===== src/rtl/fracdiv_pkg.sv =====
package fracdiv_pkg;
  localparam int FIELD_W  = 12;
  localparam int REG_W    = 32;
  localparam int LEN_W    = FIELD_W + 1;
  // bit positions that software decodes
  localparam int LO_LSB   = 0;
  localparam int HI_LSB   = FIELD_W;
  localparam int DUAL_BIT = 28;
  localparam int OEN_BIT  = 30;
  localparam int IEN_BIT  = 31;
  localparam int BYP_BIT  = 24;

  typedef struct packed {
    logic               in_en;
    logic               out_en;
    logic               dual;
    logic               bypass;
    logic [FIELD_W-1:0] div_a;
    logic [FIELD_W-1:0] div_b;
    logic [FIELD_W-1:0] rep_a;
    logic [FIELD_W-1:0] rep_b;
  } fd_cfg_t;

  // programmed field -> effective count
  function automatic logic [LEN_W-1:0] eff_count(input logic [FIELD_W-1:0] f);
    return {1'b0, f} + LEN_W'(1);
  endfunction

  function automatic logic cfg_running(input fd_cfg_t c);
    return c.in_en & c.out_en;
  endfunction

  function automatic logic [LEN_W-1:0] phase_len(input fd_cfg_t c, input logic ph);
    return ph ? eff_count(c.div_b) : eff_count(c.div_a);
  endfunction

  function automatic logic [LEN_W-1:0] phase_reps(input fd_cfg_t c, input logic ph);
    return ph ? eff_count(c.rep_b) : eff_count(c.rep_a);
  endfunction

  function automatic logic [REG_W-1:0] pack_word0(input fd_cfg_t c);
    logic [REG_W-1:0] w;
    w = '0;
    w[LO_LSB +: FIELD_W] = c.div_a;
    w[HI_LSB +: FIELD_W] = c.div_b;
    w[DUAL_BIT]          = c.dual;
    w[OEN_BIT]           = c.out_en;
    w[IEN_BIT]           = c.in_en;
    return w;
  endfunction

  function automatic logic [REG_W-1:0] pack_word1(input fd_cfg_t c);
    logic [REG_W-1:0] w;
    w = '0;
    w[LO_LSB +: FIELD_W] = c.rep_a;
    w[HI_LSB +: FIELD_W] = c.rep_b;
    w[BYP_BIT]           = c.bypass;
    return w;
  endfunction
endpackage


===== src/rtl/fracdiv_regs.sv =====
module fracdiv_regs
  import fracdiv_pkg::*;
(
  input  logic             clk_i,
  input  logic             rst_ni,
  input  logic             wr_en_i,
  input  logic             wr_sel_i,
  input  logic [REG_W-1:0] wr_data_i,
  input  logic             rd_sel_i,
  output fd_cfg_t          cfg_o,
  output logic [REG_W-1:0] rd_data_o
);
  fd_cfg_t cfg_q, cfg_d;
  logic    locked;
  logic    unused_wr;

  assign locked    = cfg_running(cfg_q);
  assign unused_wr = ^{wr_data_i[29], wr_data_i[27:25]};

  always_comb begin
    cfg_d = cfg_q;
    if (wr_en_i) begin
      if (!wr_sel_i) begin
        cfg_d.in_en  = wr_data_i[IEN_BIT];
        cfg_d.out_en = wr_data_i[OEN_BIT];
        if (!locked) begin
          cfg_d.div_a = wr_data_i[LO_LSB +: FIELD_W];
          cfg_d.div_b = wr_data_i[HI_LSB +: FIELD_W];
          cfg_d.dual  = wr_data_i[DUAL_BIT];
        end
      end else if (!locked) begin
        cfg_d.rep_a  = wr_data_i[LO_LSB +: FIELD_W];
        cfg_d.rep_b  = wr_data_i[HI_LSB +: FIELD_W];
        cfg_d.bypass = wr_data_i[BYP_BIT];
      end
    end
  end

  always_ff @(posedge clk_i or negedge rst_ni) begin
    if (!rst_ni) cfg_q <= '0;
    else         cfg_q <= cfg_d;
  end

  assign cfg_o     = cfg_q;
  assign rd_data_o = rd_sel_i ? pack_word1(cfg_q) : pack_word0(cfg_q);
endmodule


===== src/rtl/fracdiv_seq.sv =====
module fracdiv_seq
  import fracdiv_pkg::*;
(
  input  logic               clk_i,
  input  logic               rst_ni,
  input  fd_cfg_t            cfg_i,
  output logic               tick_o,
  output logic               running_o,
  output logic               phase_o,
  output logic [FIELD_W-1:0] cnt_o,
  output logic [LEN_W-1:0]   len_o,
  output logic               period_end_o
);
  logic               phase_q, phase_d;
  logic [FIELD_W-1:0] cnt_q, cnt_d;
  logic [FIELD_W-1:0] per_q, per_d;
  logic [LEN_W-1:0]   cur_len, cur_reps;
  logic               running, last_cycle, last_period;

  assign running     = cfg_running(cfg_i);
  assign cur_len     = phase_len(cfg_i, phase_q);
  assign cur_reps    = phase_reps(cfg_i, phase_q);
  assign last_cycle  = ({1'b0, cnt_q} == cur_len - LEN_W'(1));
  assign last_period = ({1'b0, per_q} == cur_reps - LEN_W'(1));

  always_comb begin
    cnt_d   = cnt_q;
    per_d   = per_q;
    phase_d = phase_q;
    if (!running || cfg_i.bypass) begin
      cnt_d   = '0;
      per_d   = '0;
      phase_d = 1'b0;
    end else if (last_cycle) begin
      cnt_d = '0;
      if (!cfg_i.dual) begin
        per_d   = '0;
        phase_d = 1'b0;
      end else if (last_period) begin
        per_d   = '0;
        phase_d = ~phase_q;
      end else begin
        per_d = per_q + FIELD_W'(1);
      end
    end else begin
      cnt_d = cnt_q + FIELD_W'(1);
    end
  end

  always_ff @(posedge clk_i or negedge rst_ni) begin
    if (!rst_ni) begin
      cnt_q   <= '0;
      per_q   <= '0;
      phase_q <= 1'b0;
    end else begin
      cnt_q   <= cnt_d;
      per_q   <= per_d;
      phase_q <= phase_d;
    end
  end

  assign tick_o       = running & (cfg_i.bypass | (cnt_q == '0));
  assign running_o    = running;
  assign phase_o      = phase_q;
  assign cnt_o        = cnt_q;
  assign len_o        = cur_len;
  assign period_end_o = running & ~cfg_i.bypass & last_cycle;
endmodule


===== src/rtl/fracdiv_clkgen.sv =====
module fracdiv_clkgen
  import fracdiv_pkg::*;
(
  input  logic        clk_i,
  input  logic        rst_ni,
  input  logic        wr_en_i,
  input  logic        wr_sel_i,
  input  logic [31:0] wr_data_i,
  input  logic        rd_sel_i,
  output logic [31:0] rd_data_o,
  output logic        tick_o
);
  fd_cfg_t            cfg_w;
  logic               run_w, phase_w, pend_w;
  logic [FIELD_W-1:0] cnt_w;
  logic [LEN_W-1:0]   len_w;

  fracdiv_regs u_regs (
    .clk_i     (clk_i),
    .rst_ni    (rst_ni),
    .wr_en_i   (wr_en_i),
    .wr_sel_i  (wr_sel_i),
    .wr_data_i (wr_data_i),
    .rd_sel_i  (rd_sel_i),
    .cfg_o     (cfg_w),
    .rd_data_o (rd_data_o)
  );

  fracdiv_seq u_seq (
    .clk_i        (clk_i),
    .rst_ni       (rst_ni),
    .cfg_i        (cfg_w),
    .tick_o       (tick_o),
    .running_o    (run_w),
    .phase_o      (phase_w),
    .cnt_o        (cnt_w),
    .len_o        (len_w),
    .period_end_o (pend_w)
  );
endmodule


===== config.mk =====
export PLATFORM = sky130hd
export DESIGN_NAME = fracdiv_clkgen
export DESIGN_NICKNAME = d
export VERILOG_FILES = /design/src/rtl/fracdiv_pkg.sv /design/src/rtl/fracdiv_regs.sv /design/src/rtl/fracdiv_seq.sv /design/src/rtl/fracdiv_clkgen.sv
export SDC_FILE = /design/constraint.sdc
export NUM_CORES = 1
export LEC_CHECK = 0
export ABC_AREA = 0
export CAP_MARGIN = 10
export CELL_PAD_IN_SITES_DETAIL_PLACEMENT = 1
export CELL_PAD_IN_SITES_GLOBAL_PLACEMENT = 2
export CORE_ASPECT_RATIO = 0.75
export CORE_MARGIN = 4
export CORE_UTILIZATION = 37
export CTS_BUF_LIST = sky130_fd_sc_hd__clkbuf_2
export CTS_CLUSTER_DIAMETER = 50
export DETAILED_ROUTE_END_ITERATION = 12
export GPL_ROUTABILITY_DRIVEN = 0
export GPL_TIMING_DRIVEN = 0
export PLACE_DENSITY_LB_ADDON = 0.1
export SLEW_MARGIN = 20
export SYNTH_ARGS = -nofsm -noshare
export SYNTH_HDL_FRONTEND = slang
export SYNTH_SLANG_ARGS = --single-unit

===== constraint.sdc =====
create_clock -name clk_i -period 5.7 [get_ports clk_i]
set_input_delay 1.425 -clock clk_i [delete_from_list [all_inputs] [get_ports clk_i]]
set_output_delay 1.425 -clock clk_i [all_outputs]
set_load 0.05 [all_outputs]

# Yosys cells after proc, flatten, opt, wreduce, memory -nomap -nowiden
# Cells that the tools add are included.
# W data, S select, Z words.
dict set report classes {
  bitwise 6
  reduce_logical 8
  muxes 13
  n_eq_ne 3
  add_sub_neg 8
}
# operator n
set op_table {}
lappend op_table {{$mux W12} 6}
lappend op_table {{$add A12 B1 Y13 const B} 4}
lappend op_table {{$mux W32} 1}
lappend op_table {{$eq A12 B13 Y1} 2}
lappend op_table {{$mux W13} 2}
lappend op_table {{$sub A13 B1 Y13 const B} 2}
lappend op_table {{$add A12 B1 Y12 const B} 2}
lappend op_table {{$logic_not A12 Y1} 1}
lappend op_table {{$reduce_and A3 Y1} 2}
lappend op_table {{$mux W1} 4}
lappend op_table {{$reduce_and A2 Y1} 2}
lappend op_table {{$ne A3 B1 Y1 const B} 1}
lappend op_table {{$not A1 Y1} 3}
lappend op_table {{$and A1 B1 Y1} 2}
lappend op_table {{$reduce_bool A2 Y1} 1}
lappend op_table {{$logic_not A1 Y1} 1}
lappend op_table {{$logic_or A1 B1 Y1} 1}
lappend op_table {{$or A1 B1 Y1} 1}
dict set report word_totals {
  input_bits 37
  register_bits 77
}

# Logic depth before layout (Yosys ltp)
# Gate-level depths: netlist of run 1.
dict set report logic_depth {
  depth_word 8
  depth_mapped 17
  ltp_nobuf 13
}

# By module
# Synthesis of run 1 repeated with hierarchy kept, for this count alone.
dict set report unflattened {
  cells_unflattened 598
  hier_area_um2 6030.8
}
# module cells_each instances seq_area_each_um2 area_each_um2
set modules_own_cells {}
lappend modules_own_cells {fracdiv_seq 449 1 625.6 3621.0}
lappend modules_own_cells {fracdiv_regs 149 1 1301.2 2409.8}

# Worst setup path after synthesis of run 1
# OpenSTA, ideal clock, no wires.
dict set report synth_timing {
  path_kind {input to output}
  startpoint {in rd_sel_i}
  endpoint {out rd_data_o[10]}
  required_ns 4.275
  stages 3
  arrival_time_ns 2.601
  setup_slack_ns 1.674
  cell_sequence {clkbuf_1 clkbuf_1 mux2_2}
}
dict set report synth_via {
  elab_chain_cells 1
}
# element line
set synth_lines {}
lappend synth_lines {{start: declaration} fracdiv_clkgen.sv:9} ;# input logic rd_sel_i,
lappend synth_lines {{$mux W32} fracdiv_regs.sv:45} ;# assign rd_data_o = rd_sel_i ? pack_word1(cfg_q) : pack_word0(cfg_q);
lappend synth_lines {{end: declaration} fracdiv_clkgen.sv:10} ;# output logic [31:0] rd_data_o,
# Every way passes these cells.

# Final worst setup path of run 1
dict set report layout_timing {
  startpoint {in rd_sel_i}
  endpoint {out rd_data_o[11]}
}
# The elaborated chain is that of the path after synthesis.

==> results.py, run 1 <==
metrics = {
    "min_path": {
        "hold_depth": 1,
        "hold_path.class": "reg2reg",
        "min_from": "u_seq.cnt_o[0]$_DFF_PN0_",
        "worstHoldEndpoint": "u_seq.cnt_o[0]$_DFF_PN0_",
    },
    "global_routing": {
        "grt_pass1_vias": 5181,
        "grt_max_degree": 41,
        "grt_usage_pct": 21.80,
        "grt_antenna_before_repair": 0,
        "grt.overflow.total": 0,
        "grt_pass1_wl_mm": 29.15,
    },
    "placement": {
        "numPortBuffers": 60,
        "place_area_sq_um": 6533,
        "dp_hpwl_mm": 14.48,
    },
    "detailed_routing": {
        "wl_per_cell_um": 21.89,
        "postRouteAntennaNets": 0,
        "drt_wl_total_mm": 18.41,
        "vias": 4803,
        "drc_errors": 0,
        "via_per_inst": 5.711,
        "firstDrtPassIters": 4,
        "first_iter_violations": 309,
    },
    "synthesis": {
        "synth.area.top_cells": "dfrtp_1 34%, mux2_2 18%, xnor2_1 5.7%",
        "yosysUniqueCellTypes": 70,
        "yosys.area_share.xor_xnor_pct": 8.964,
        "syn_inst": 562,
        "synth_edf_count": 0,
        "netlist_area_sq_um": 5653,
        "yosysSeqAreaShare_pct": 34.09,
        "avgSynthCellArea_sq_um": 10.06,
        "synthSimpleGateAreaFrac_pct": 16.98,
        "synthMuxAreaShare_pct": 21.78,
        "synth.top_cell.area_share_pct": 34.09,
        "synth_top_family_by_area": "multiplexers",
        "ys_ff_latch": 77,
        "synthTopCellsByCount": "88 x mux2_2, 77 x dfrtp_1, 37 x xnor2_1",
        "synth_fa_ha_area_share_pct": 1.549,
        "ys.warnings.count": 0,
        "async_reset_ff_share_pct": 100.0,
        "yosysMostFrequentCell": "mux2_2",
        "yosysTopAreaCell": "dfrtp_1",
        "synth_compound_area_share_pct": 12.68,
        "synth_ff_type": "dfrtp_1",
    },
    "floorplanning": {
        "rows": 38,
        "start_util_pct": 38.48,
        "core_sq_um": 14690,
        "die_w_um": 150.7,
        "dieArea_sq_um": 17340,
        "io_pins": 70,
        "die_h_um": 115.0,
    },
    "setup_path": {
        "reg2reg_from": "u_seq.phase_o$_DFFE_PN0P_",
        "reg2reg_slack_ps": 690,
        "reg2reg_to": "u_seq.per_q[4]$_DFFE_PN0P_",
        "worst_ep_required_time_ps": 4280,
        "path_class": "in2out",
        "crit_path_start_kind": "input port",
        "cp-end-kind": "primary output",
        "r2r_cells": 17,
        "crit_arrival_ps": 3770,
        "path_max_fanout": 10,
    },
    "layout": {
        "fill_cells": 1654,
        "drive_gt1_share_pct": 20.59,
        "diodes": 0,
        "area_growth_pct": 17.00,
        "final_nets": 681,
        "fin_area_sq_um": 6614,
    },
    "clocking": {
        "cts_tree": "built",
        "clock_latency_ps": 580,
        "cts_num_sinks": 77,
        "postCtsSetupBuffers": 0,
        "clock-root-buffer": "clkbuf_2",
        "cts_max_level": 3,
        "ctsHoldBuffers": 0,
        "numCtsBuffers": 9,
        "cts_resized": 0,
        "clockBufferDepth": 2,
        "clk_pin_slew_ps": 170,
    },
    "timing": {
        "finalSetupViolations": 0,
        "min_period_over_period_pct": 91.09,
        "hold_viol": 0,
        "tightest_slew_ps": 877.8,
        "maxSlewHeadroom_pct": 41.48,
        "min_period_ps": 5192,
        "skew_ps": 38.19,
        "fmax_ghz": 0.1926,
        "fin_tns_setup_ps": 0,
        "rsz0062_at_grt": "no",
        "drv_slew": 0,
    },
    "power": {
        "p_per_area_nw_per_um2": 297.0,
        "p_leak_nw": 2.514,
        "peakVddDrop_uv": 123.2,
    },
    "outcome": {
        "status": "completed",
    },
    "job": {
        "drv_cap": 0,
    },
}
==> stage by stage <==
stage | util [%] | std cells | hold slack (ps) | setup slack (ps) | power (mW)
3_3_place_gp | 44.35 | 825 | 489.1 | 356.7 | 1.680
6_report | 45.02 | 841 | 528.4 | 507.7 | 1.964
4_1_cts | 45.02 | 841 | 538.7 | 487.9 | 1.979
3_5_place_dp | 44.46 | 826 | 510.9 | 480.6 | 1.713
5_1_grt | 45.02 | 841 | 557.8 | 245.2 | 2.086
2_1_floorplan | - | 565 | 464.4 | 1674 | 1.395
==> state kept, by name, indices dropped and copies added, names as in the netlist <==
name,flops
u_seq.phase_o,1
u_regs.cfg_o,52
u_seq.per_q,12
u_seq.cnt_o,12
==> worst max-delay path by stage <==
stage / slack, ps / to / from
2_1_floorplan: 1670 / rd_data_o[10] / rd_sel_i
3_3_place_gp: 360 / u_regs.cfg_o[20]$_DFFE_PN0P_ / rst_ni
3_5_place_dp: 480 / rd_data_o[8] / rd_sel_i
4_1_cts: 490 / rd_data_o[8] / rd_sel_i
5_1_grt: 250 / u_seq.per_q[4]$_DFFE_PN0P_ / u_seq.phase_o$_DFFE_PN0P_
6_report: 510 / rd_data_o[11] / rd_sel_i
==> cell type report <==
class	instances	area, sq um	area share, %
Clock buffer	11	55.05	0.8324
Timing Repair Buffer	61	618.1	9.345
Inverter	21	78.83	1.192
Sequential cell	77	1927	29.13
Multi-Input combinational cell	442	3517	53.18
Tap cell	200	250.2	3.784
Clock inverter	4	26.28	0.3973
Buffer	25	141.4	2.138
==> report_power, final <==
group	internal, mW	switching [mW]	leakage, nW
clock network	0.0578	0.197	0.0578
logic	0.388	0.564	1.50
registers	0.631	0.127	0.958
total	1.08	0.887	2.51
==> cells by family after synthesis <==
group,count (synthesis)
buf+inv,46
mux,112
fa+ha+maj,7
compound gates,95
flops,77
other cells,1
simple gates,171
xor+xnor,53
==> layout by cell type (no fill, tap or decap), types with 7 or more instances in the layout <==
cell and instances:
nor2b_1 8, inv_1 21, o21ai_0 15, clkbuf_2 11, mux2i_1 24, nor3_1 8, buf_4 8, mux2_2 88
nand3_1 27, xor2_1 13, dfrtp_1 77, nor2_1 29, ha_1 7, xnor2_1 37, nand4_1 17, and2_1 7
nand2_1 24, clkdlybuf4s50_1 59, clkbuf_1 10, and3_1 15, a21oi_1 9
==> worst max-delay path, stage by stage <==
cell,delay (ps)
clkbuf_1,460
clkbuf_1,730
mux2_2,440
clkdlybuf4s50_1,710
==> metal layers <==
metal  vias up  GRT usage [%]  wire length (um)
met2       117          33.32              7964
li1       2233              -                 -
met1      2443          32.00              9283
met3        10          4.689              1012
met4         0          4.348               146
met5         -              0                 0
Note: power is estimated with default switching activity, not from simulation.
==> run 2, diff against run 1 <==
--- a/config.mk
+++ b/config.mk
@@ -22,3 +22,4 @@
 export SYNTH_ARGS = -nofsm -noshare
 export SYNTH_HDL_FRONTEND = slang
 export SYNTH_SLANG_ARGS = --single-unit
+export TNS_END_PERCENT = 1
==> results of run 2 <==
Final layout, timing and power as in run 1 (identical DEF).
